--- src/rtl/hdlc_rx_pkg.sv ---
package hdlc_rx_pkg;

  typedef enum logic [1:0] {
    ST_HUNT  = 2'd0,
    ST_SYNC  = 2'd1,
    ST_FRAME = 2'd2
  } rxState_e;

  // Strobes from the control path to the datapath, valid for one cycle.
  typedef struct packed {
    logic pushBit;     // a de-stuffed data bit enters the assembler
    logic octetDone;   // this bit completes an octet
    logic firstOctet;  // the completed octet is the first of a frame
    logic clearFrame;  // frame over: drop held-back octets
  } dpStrobe_t;

  localparam logic [2:0] STAT_NONE    = 3'b000;
  localparam logic [2:0] STAT_START   = 3'b001;
  localparam logic [2:0] STAT_GOOD    = 3'b010;
  localparam logic [2:0] STAT_FCSERR  = 3'b011;
  localparam logic [2:0] STAT_ABORT   = 3'b100;
  localparam logic [2:0] STAT_INVALID = 3'b101;

endpackage

--- src/rtl/hdlc_rx_ctrl.sv ---
module hdlc_rx_ctrl
  import hdlc_rx_pkg::*;
#(
  parameter int OCTET_W    = 8,
  parameter int FCS_OCTETS = 2,
  parameter int STUFF_RUN  = 5
) (
  input  logic       clk,
  input  logic       rst_n,
  input  logic       enable,
  input  logic       bitValid,
  input  logic       bitIn,
  input  logic       crcGood,
  output dpStrobe_t  strobe,
  output logic       frameStart,
  output logic       frameEnd,
  output logic [2:0] frameStatus
);

  localparam int RUN_W = $clog2(STUFF_RUN + 3);
  localparam int CNT_W = $clog2(OCTET_W);
  localparam int OCT_W = $clog2(FCS_OCTETS + 1);
  localparam logic [RUN_W-1:0] RUN_STUFF = RUN_W'(STUFF_RUN);
  localparam logic [RUN_W-1:0] RUN_FLAG  = RUN_W'(STUFF_RUN + 1);
  localparam logic [RUN_W-1:0] RUN_MAX   = RUN_W'(STUFF_RUN + 2);
  localparam logic [CNT_W-1:0] CNT_LAST  = CNT_W'(OCTET_W - 1);
  localparam logic [OCT_W-1:0] OCT_MIN   = OCT_W'(FCS_OCTETS);

  rxState_e         state;
  logic [RUN_W-1:0] onesRun;
  logic [CNT_W-1:0] bitCnt;
  logic [OCT_W-1:0] octCnt;

  logic active, isStuff, isFlag, isAbort, isData, octetEdge;
  logic [2:0] endStatus;

  always_comb begin
    active    = enable && bitValid;
    isStuff   = active && !bitIn && (onesRun == RUN_STUFF);
    isFlag    = active && !bitIn && (onesRun == RUN_FLAG);
    isAbort   = active &&  bitIn && (onesRun == RUN_FLAG);
    isData    = active && (state != ST_HUNT) && !isStuff && !isFlag && !isAbort;
    octetEdge = isData && (bitCnt == CNT_LAST);

    strobe.pushBit    = isData;
    strobe.octetDone  = octetEdge;
    strobe.firstOctet = octetEdge && (state == ST_SYNC);
    strobe.clearFrame = (state == ST_FRAME) && (isFlag || isAbort);

    // The flag's leading 0 and six 1s were pushed as tentative data,
    // so an aligned frame closes with bitCnt at its last position.
    if ((bitCnt != CNT_LAST) || (octCnt < OCT_MIN)) endStatus = STAT_INVALID;
    else if (crcGood)                               endStatus = STAT_GOOD;
    else                                            endStatus = STAT_FCSERR;
  end

  always_ff @(posedge clk) begin
    if (!rst_n) begin
      state       <= ST_HUNT;
      onesRun     <= '0;
      bitCnt      <= '0;
      octCnt      <= '0;
      frameStart  <= 1'b0;
      frameEnd    <= 1'b0;
      frameStatus <= STAT_NONE;
    end else begin
      frameStart  <= 1'b0;
      frameEnd    <= 1'b0;
      frameStatus <= STAT_NONE;
      if (!enable) begin
        state   <= ST_HUNT;
        onesRun <= '0;
        bitCnt  <= '0;
        octCnt  <= '0;
      end else if (bitValid) begin
        if (bitIn) onesRun <= (onesRun == RUN_MAX) ? onesRun : onesRun + RUN_W'(1);
        else       onesRun <= '0;
        if (isData) bitCnt <= (bitCnt == CNT_LAST) ? '0 : bitCnt + CNT_W'(1);
        unique case (state)
          ST_HUNT: begin
            if (isFlag) begin
              state  <= ST_SYNC;
              bitCnt <= '0;
              octCnt <= '0;
            end
          end
          ST_SYNC: begin
            if (isFlag) begin
              bitCnt <= '0;
            end else if (isAbort) begin
              state <= ST_HUNT;
            end else if (octetEdge) begin
              state       <= ST_FRAME;
              octCnt      <= OCT_W'(1);
              frameStart  <= 1'b1;
              frameStatus <= STAT_START;
            end
          end
          ST_FRAME: begin
            if (isFlag) begin
              state       <= ST_SYNC;
              bitCnt      <= '0;
              octCnt      <= '0;
              frameEnd    <= 1'b1;
              frameStatus <= endStatus;
            end else if (isAbort) begin
              state       <= ST_HUNT;
              bitCnt      <= '0;
              octCnt      <= '0;
              frameEnd    <= 1'b1;
              frameStatus <= STAT_ABORT;
            end else if (octetEdge && (octCnt != OCT_MIN)) begin
              octCnt <= octCnt + OCT_W'(1);
            end
          end
          default: state <= ST_HUNT;
        endcase
      end
    end
  end

  // a frame start always carries the start code
  assert_start_code_R2: assert property (@(posedge clk) disable iff (!rst_n)
    frameStart |-> frameStatus == STAT_START);

  // status reads zero between events
  assert_idle_status_R9: assert property (@(posedge clk) disable iff (!rst_n)
    !(frameStart || frameEnd) |-> frameStatus == STAT_NONE);

  // start and end never pulse together
  assert_no_overlap_R9: assert property (@(posedge clk) disable iff (!rst_n)
    !(frameStart && frameEnd));

  // an end carries one of the four end codes
  assert_end_code_R8: assert property (@(posedge clk) disable iff (!rst_n)
    frameEnd |-> (frameStatus == STAT_GOOD || frameStatus == STAT_FCSERR ||
                  frameStatus == STAT_ABORT || frameStatus == STAT_INVALID));

  // a cycle with the receiver disabled produces no event after it
  assert_disabled_quiet_R1: assert property (@(posedge clk) disable iff (!rst_n)
    !$past(enable) |-> !frameStart && !frameEnd);

  // after an abort the receiver is hunting
  assert_abort_hunts_R7: assert property (@(posedge clk) disable iff (!rst_n)
    (frameEnd && frameStatus == STAT_ABORT) |-> state == ST_HUNT);

endmodule

--- src/rtl/hdlc_rx_datapath.sv ---
module hdlc_rx_datapath
  import hdlc_rx_pkg::*;
#(
  parameter int              OCTET_W    = 8,
  parameter int              CRC_W      = 16,
  parameter logic [CRC_W-1:0] CRC_POLY  = 16'h8408,
  parameter logic [CRC_W-1:0] CRC_INIT  = 16'hFFFF,
  parameter logic [CRC_W-1:0] CRC_GOOD  = 16'hF0B8,
  parameter int              FCS_OCTETS = CRC_W / OCTET_W
) (
  input  logic               clk,
  input  logic               rst_n,
  input  logic               bitIn,
  input  dpStrobe_t          strobe,
  output logic               crcGood,
  output logic               byteValid,
  output logic [OCTET_W-1:0] byteData
);

  localparam int HELD_W = $clog2(FCS_OCTETS + 1);
  localparam logic [HELD_W-1:0] HELD_FULL = HELD_W'(FCS_OCTETS);

  logic [OCTET_W-1:0] shreg;
  logic [OCTET_W-1:0] assembled;
  logic [CRC_W-1:0]   crcReg, crcBase, crcNext;
  logic [HELD_W-1:0]  heldCnt;
  logic [OCTET_W-1:0] hold [FCS_OCTETS];

  // Reflected CRC over one octet, first received bit (bit 0) first.
  function automatic logic [CRC_W-1:0] crcAdvance(input logic [CRC_W-1:0] c,
                                                  input logic [OCTET_W-1:0] d);
    logic [CRC_W-1:0] r;
    r = c;
    for (int i = 0; i < OCTET_W; i++) begin
      if (r[0] ^ d[i]) r = (r >> 1) ^ CRC_POLY;
      else             r = r >> 1;
    end
    return r;
  endfunction

  always_comb begin
    assembled = {bitIn, shreg[OCTET_W-1:1]};
    crcBase   = strobe.firstOctet ? CRC_INIT : crcReg;
    crcNext   = crcAdvance(crcBase, assembled);
    crcGood   = (crcReg == CRC_GOOD);
  end

  always_ff @(posedge clk) begin
    if (!rst_n) begin
      shreg     <= '0;
      crcReg    <= CRC_INIT;
      heldCnt   <= '0;
      byteValid <= 1'b0;
      byteData  <= '0;
    end else begin
      byteValid <= 1'b0;
      if (strobe.pushBit) shreg <= assembled;
      if (strobe.clearFrame) heldCnt <= '0;
      if (strobe.octetDone) begin
        crcReg <= crcNext;
        if (strobe.firstOctet) begin
          heldCnt <= HELD_W'(1);
        end else if (heldCnt == HELD_FULL) begin
          byteValid <= 1'b1;
          byteData  <= hold[FCS_OCTETS-1];
        end else begin
          heldCnt <= heldCnt + HELD_W'(1);
        end
      end
    end
  end

  // Hold-back line: stage 0 is the newest octet, the last stage the oldest.
  always_ff @(posedge clk) begin
    if (!rst_n)                hold[0] <= '0;
    else if (strobe.octetDone) hold[0] <= assembled;
  end

  for (genvar s = 1; s < FCS_OCTETS; s++) begin : g_hold
    always_ff @(posedge clk) begin
      if (!rst_n)                hold[s] <= '0;
      else if (strobe.octetDone) hold[s] <= hold[s-1];
    end
  end

  // a byte is only released by a completed octet
  assert_byte_needs_octet_R5: assert property (@(posedge clk) disable iff (!rst_n)
    byteValid |-> $past(strobe.octetDone));

  // the first octet of a frame is held back, never forwarded at once
  assert_first_held_R5: assert property (@(posedge clk) disable iff (!rst_n)
    $past(strobe.firstOctet) |-> !byteValid);

endmodule

--- src/rtl/hdlc_rx_deframer.sv ---
module hdlc_rx_deframer
  import hdlc_rx_pkg::*;
#(
  parameter int               OCTET_W   = 8,
  parameter int               CRC_W     = 16,
  parameter logic [CRC_W-1:0] CRC_POLY  = 16'h8408,
  parameter logic [CRC_W-1:0] CRC_INIT  = 16'hFFFF,
  parameter logic [CRC_W-1:0] CRC_GOOD  = 16'hF0B8,
  parameter int               STUFF_RUN = 5
) (
  input  logic               clk,
  input  logic               rst_n,
  input  logic               enable,
  input  logic               bitValid,
  input  logic               bitIn,
  output logic               byteValid,
  output logic [OCTET_W-1:0] byteData,
  output logic               frameStart,
  output logic               frameEnd,
  output logic [2:0]         frameStatus
);

  localparam int FCS_OCTETS = CRC_W / OCTET_W;

  dpStrobe_t strobe;
  logic      crcGood;

  hdlc_rx_ctrl #(
    .OCTET_W    (OCTET_W),
    .FCS_OCTETS (FCS_OCTETS),
    .STUFF_RUN  (STUFF_RUN)
  ) ctrl_i (
    .clk         (clk),
    .rst_n       (rst_n),
    .enable      (enable),
    .bitValid    (bitValid),
    .bitIn       (bitIn),
    .crcGood     (crcGood),
    .strobe      (strobe),
    .frameStart  (frameStart),
    .frameEnd    (frameEnd),
    .frameStatus (frameStatus)
  );

  hdlc_rx_datapath #(
    .OCTET_W    (OCTET_W),
    .CRC_W      (CRC_W),
    .CRC_POLY   (CRC_POLY),
    .CRC_INIT   (CRC_INIT),
    .CRC_GOOD   (CRC_GOOD),
    .FCS_OCTETS (FCS_OCTETS)
  ) dp_i (
    .clk       (clk),
    .rst_n     (rst_n),
    .bitIn     (bitIn),
    .strobe    (strobe),
    .crcGood   (crcGood),
    .byteValid (byteValid),
    .byteData  (byteData)
  );

endmodule

--- config.mk ---
export PLATFORM = sky130hd
export DESIGN_NAME = hdlc_rx_deframer
export DESIGN_NICKNAME = d
export VERILOG_FILES = /design/src/rtl/hdlc_rx_pkg.sv /design/src/rtl/hdlc_rx_ctrl.sv /design/src/rtl/hdlc_rx_datapath.sv /design/src/rtl/hdlc_rx_deframer.sv
export SDC_FILE = /design/constraint.sdc
export NUM_CORES = 1
export LEC_CHECK = 0
export BUFFER_PORTS_ARGS = -buffer_cell sky130_fd_sc_hd__buf_2
export CAP_MARGIN = 0
export CORE_MARGIN = 8
export CORE_UTILIZATION = 38
export CTS_CLUSTER_DIAMETER = 50
export CTS_CLUSTER_SIZE = 30
export DETAILED_ROUTE_END_ITERATION = 16
export GPL_TIMING_DRIVEN = 1
export PLACE_DENSITY = 0.61
export SLEW_MARGIN = 20
export SYNTH_ARGS = -nofsm -noshare
export SYNTH_HDL_FRONTEND = slang
export SYNTH_SLANG_ARGS = --single-unit
--- constraint.sdc ---
create_clock -name clk -period 2.8 [get_ports clk]
set_input_delay 0.28 -clock clk [delete_from_list [all_inputs] [get_ports clk]]
set_output_delay 0.28 -clock clk [all_outputs]
set_load 0.02 [all_outputs]
* After elaboration in Yosys (flattened, before gate mapping)
Memories as Yosys holds them, arrays and structs flattened. A register that Yosys moved wholly into a read port is not among the register bits. Index checks and enable logic that the tools add are counted.
Word-level totals: register bits after elaboration 42, memories kept 1, logic and storage cells 146, output and inout port bits 14, input bits 5, RAM bits 16
Operators by class: magnitude comparators 1, bitwise logic cells 24, multiplexer cells 53, reduce and logical (&&, ||, !) cells 34, equal/unequal tests 18, add/sub/neg operators 4
Memories:
- dp_i.hold | depth 2, bits a word 8, rd ports 2, clocked after memory_dff 1, write ports 2, line hdlc_rx_datapath.sv:27 | logic [OCTET_W-1:0] hold [FCS_OCTETS];
Operators by type and width (count):
- 16-bit two-way mux | 9
- 3-bit two-way mux | 12
- 2-bit two-way mux | 17
- 2-bit NOT with 3-bit output | 8
- 16-bit == test, second input constant | 1
- 8-bit two-way mux | 2
- 1-bit logical AND | 14
- 3-bit == test, second input constant | 4
- 2-bit one-hot mux with 3 select lines | 2
- 3-bit one-hot mux with 2 select lines | 2
- 1-bit two-way mux | 9
- 2-bit != test, second input constant | 4
- 1-bit bitwise XOR | 8
- 7-bit AND reduction | 1
- 3-bit by 1-bit adder with 3-bit output, second input constant | 2
- 3-bit by 1-bit != test with 1-bit output, second input constant | 2
- 1-bit NOT | 6
- 3-bit AND reduction | 2
- 6-bit OR reduction | 1
- 1-bit zero test | 5
- 5-bit AND reduction | 1
- 2-bit by 1-bit adder with 2-bit output, second input constant | 2
- 2-bit == test, second input constant | 2
- 2-bit by 1-bit != test with 1-bit output, second input constant | 2
- 13 further kinds | 16

* Logic depth before layout (Yosys ltp)
depth in word-level cells 26, gate-level depth with buffers 11

* By module
A second synthesis with hierarchy kept.
Unflattened totals: cell total of the unflattened synthesis 327, area total of the unflattened synthesis 3245.6 µm²
Modules (own cells, without submodules):
- hdlc_rx_datapath | sequential area each 1161.1 µm², area each 2313.5 µm², cells an instance 218, instances 1
- hdlc_rx_ctrl | sequential area each 300.3 µm², area each 932.1 µm², cells an instance 109, instances 1

* Least setup slack after synthesis
No wires, ideal clock.
path kind register to register, from reg ctrl_i.onesRun[0], to mem dp_i.hold[0][0] (enable), data required time 2413 ps, arrival 2222 ps, setup slack 191 ps, stages on the path, launching flop included 10, path buffers 3, library setup time 387 ps, cell sequence dfxtp_1 inv_1 ha_1 and2_1 buf_6 nor3_2 buf_4 nand2_4 nand2_1 clkbuf_1
RTL lines:
- from (decl) | line hdlc_rx_ctrl.sv:30 | logic [RUN_W-1:0] onesRun;
- from (signal assigned) | line hdlc_rx_ctrl.sv:76 | if (bitIn) onesRun <= (onesRun == RUN_MAX) ? onesRun : onesRun + RUN_W'(1);
- to (decl) | line hdlc_rx_datapath.sv:27

* Worst setup path in the final report
from reg ctrl_i.onesRun[0], to reg dp_i.crcReg[0]
On the way: longest elaborated chain between the ends 19
RTL lines:
- 3-bit == test | line hdlc_rx_ctrl.sv:39 | isStuff = active && !bitIn && (onesRun == RUN_STUFF);
- 1-bit logical AND | line hdlc_rx_ctrl.sv:39
- 1-bit zero test | line hdlc_rx_ctrl.sv:42 | isData = active && (state != ST_HUNT) && !isStuff && !isFlag && !isAbort;
- 1-bit logical AND (2 in a row) | line hdlc_rx_ctrl.sv:42
- 1-bit logical AND (*) | line hdlc_rx_ctrl.sv:42
- 1-bit logical AND (*) | line hdlc_rx_ctrl.sv:43 | octetEdge = isData && (bitCnt == CNT_LAST);
- 1-bit logical AND | line hdlc_rx_ctrl.sv:47 | strobe.firstOctet = octetEdge && (state == ST_SYNC);
- 16-bit two-way mux | line hdlc_rx_datapath.sv:43 | crcBase = strobe.firstOctet ? CRC_INIT : crcReg;
- 1-bit bitwise XOR / 2-bit NOT with 3-bit output (equally long branches)
- 16-bit two-way mux (4 in a row) | line hdlc_rx_datapath.sv:35 | if (r[0] ^ d[i]) r = (r >> 1) ^ CRC_POLY;
- 1-bit bitwise XOR | line hdlc_rx_datapath.sv:35
- 16-bit two-way mux (4 in a row) | line hdlc_rx_datapath.sv:35
- to (signal assigned) | line hdlc_rx_datapath.sv:60 | crcReg <= crcNext;
- to (decl) | line hdlc_rx_datapath.sv:25 | logic [CRC_W-1:0] crcReg, crcBase, crcNext;
Every way passes the cells marked *; elsewhere a longest branch is shown, timed or not. A chain may end at the register's enable or synchronous reset.

==> reports/results.tsv <==
metric	value	unit
cts_max_level	3	
fmax	0.378	GHz
synth_xor_xnor_area_share	0.0807	
vias	2324	
synth_simple_gate_area_frac	0.218	
place_inst	442	
power_frac_seq	0.519	
wire_per_inst	14.2	um
drt-total-wl	6520	um
crit_fanout	9	
hold_viol_final	0	
drive_gt1_frac	0.164	
power.density	524	nW/um2
die_h	107	um
ys.flop_type	dfxtp_1	
status	complete, no violations	
start_kind	flop	
path_cells	inv_1, ha_1, and2_1, o41ai_2, xor2_1, xor3_2, xnor2_1, a21oi_1	
cp_slowest_cell	o41ai_2	
track_usage	0.119	
period_needed	2.64	ns
drt-initial-drc-count	81	
port_buffers	18	
ys_ff_latch	65	
hpwl	4640	um
synth_edf_count	16	
power.internal	1.48	mW
power_frac_comb	0.022	
final_common_cell	dfxtp_1	
cts_made_buffers	9	
grt_start_max_net_pins	32	
clkLatencyLatePin	0.33	ns
antenna_found_initial	0	
synthMuxAreaShare	0.0286	
cts_sinks	65	
crit_type	flop to flop	
worstMarginPinSlew	0.689	ns
clock_power_share	0.459	
layout_common_cells	49 x dfxtp_1, 47 x nor2_1, 31 x nand2_1, 30 x a21oi_1, 18 x buf_2	
antennaDiodeCount	0	
place_congestion	0.824	
dr.pass1.iters	4	
overflow	0	
synth_area	3150	um2
ys_warn_count	0	
postRouteAntennaNets	0	
relSlewSlack	0.540	
grt_pass1_vias	2200	
end_kind	flop	
cts_tree	yes	
synth_compound_area_frac	0.114	
die_w	107	um
required	3.02	ns
synth_area_leader_cell	dfxtp_1	
synth_top_cell_area_share	0.312	
syn-num-nets	345	
slew_viol_final	0	
peakVddDrop	358	uV
yosys-top-cells-area	dfxtp_1 31%, edfxtp_1 15%, nor2_1 5.6%	
synth_fa_ha_area_frac	0.0477	
grt_pass1_wl	10900	um
postCtsSetupRepairBufs	0	
cts_buffer_depth	2	
nNetsFinal	365	
dpl_cell_area	3350	um2
fin_area	3580	um2
cp_num_buf_inv	1	
total_power	1.87	mW
finalSetupViolations	0	
p_sw	0.392	mW
ys_seq_area_frac	0.465	
crit_family	XOR/XNOR gates	
synth_top_family_by_area	simple AND/OR/NAND/NOR gates	
rsz0062_at_grt	yes	
start_util	0.387	
drc	0	
ios	19	
async_reset_ff_frac	0	
syn_inst	328	
rows	33	
p_sw_frac	0.209	
core	8130	um2
critPathMaxStageDelay	0.45	ns
clkTransAtPathRegs	0.07	ns
areaGrowthSynthToFinish	13.7	%
die_area	11400	um2
cts_root_buf	clkbuf_8	
max-cap-violations	0	
leakage	1.49	nW
synth.avg_cell_area	9.59	um2
crit_arrival	2.87	ns
ys_types	53	
hold_class	input pin to flop	
viasPerCell	5.07	
finalNonFillerCells	458	
fin_skew	0.00756	ns
period_share	0.945	
-- cell type report --
class | count | area [um2]
multi-input combinational | 229 | 1560
inverter | 16 | 60.1
timing repair buffer | 27 | 158
clock buffer | 11 | 131
tap | 105 | 131
sequential | 65 | 1460
fill | 785 | 4560
clock inverter | 5 | 78.8
-- state kept, by name, summed over array words and instances, names as in the netlist, 3 cells and up --
register,cells
dp_i.crcReg,16
dp_i.hold,16
dp_i.byteData,8
dp_i.shreg,7
ctrl_i.bitCnt,3
ctrl_i.frameStatus,3
ctrl_i.onesRun,3
-- per-stage QoR --
step	hold WS, ns	util	worst slack (ns)	TNS (ns)
3_5_place_dp	0.463	0.412	0.128	0
2_1_floorplan	0.445	-	0.191	0
6_report	0.301	0.440	0.155	0
5_1_grt	0.309	0.440	-0.0160	-0.0160
3_3_place_gp	0.455	0.412	0.189	0
4_1_cts	0.285	0.437	0.115	0
-- power groups by stage --
stage / Sequential (mW) / Clock [mW] / Combinational, mW
floorplan: 0.993 / 0 / 0.0282
finish: 0.973 / 0.860 / 0.0416
detailed placement: 0.994 / 0 / 0.0421
global route: 0.973 / 0.911 / 0.0466
CTS: 0.972 / 0.878 / 0.0423
global placement: 0.994 / 0 / 0.0415
-- synthesized netlist by cell type, drive strengths merged (5+ instances only) --
| cell | count |
|---|---|
| dfxtp | 49 |
| nor2 | 47 |
| nand2 | 32 |
| a21oi | 30 |
| edfxtp | 16 |
| inv | 16 |
| and3 | 15 |
| clkbuf | 14 |
| ha | 12 |
| xnor2 | 10 |
| mux2i | 9 |
| nor3 | 8 |
| xor2 | 8 |
| o21ai | 7 |
| nand3 | 5 |
| nand3b | 5 |
-- final timing paths --
check                                           to  slack, ns                           start  cells past startpoint
setup reg to reg       dp_i.crcReg[0]$_SDFFE_PN1N_       0.16  ctrl_i.onesRun[0]$_SDFFE_PN0P_                      8
hold reg to reg      ctrl_i.bitCnt[1]$_SDFFE_PN0P_       0.47   ctrl_i.bitCnt[1]$_SDFFE_PN0P_                      2
setup / recovery       dp_i.crcReg[0]$_SDFFE_PN1N_       0.16  ctrl_i.onesRun[0]$_SDFFE_PN0P_                      8
hold / removal    ctrl_i.frameStatus[0]$_SDFF_PN0_       0.30                        bitValid                      3
-- routing by layer --
layer  wire, um  GRT usage  share of wire
met4         46     0.0362         0.0071
met1       3170      0.154           0.49
met5          0          0              0
met3        262     0.0378          0.040
met2       3040      0.184           0.47
-- cell families after synthesis --
kind of cell / Yosys count
simple gates: 133
flops: 65
compound gates: 54
buf+inv: 34
xor+xnor: 21
fa+ha+maj: 12
mux: 9
-- worst register-to-register path, cell delays in order, from the launching register on --
cell and delay (ns):
dfxtp_1 0.42, inv_1 0.07, ha_1 0.23, and2_1 0.32
o41ai_2 0.45, xor2_1 0.33, xor3_2 0.45, xnor2_1 0.19
a21oi_1 0.08
-- what timing repair did --
action / CTS / global route
hold buffers: 0 / 0
gates resized for setup: 0 / 3
endpoints found under the setup margin: 0 / 11
endpoints found under the hold margin: 0 / 0
Note: power is estimated with default switching activity, not from simulation.
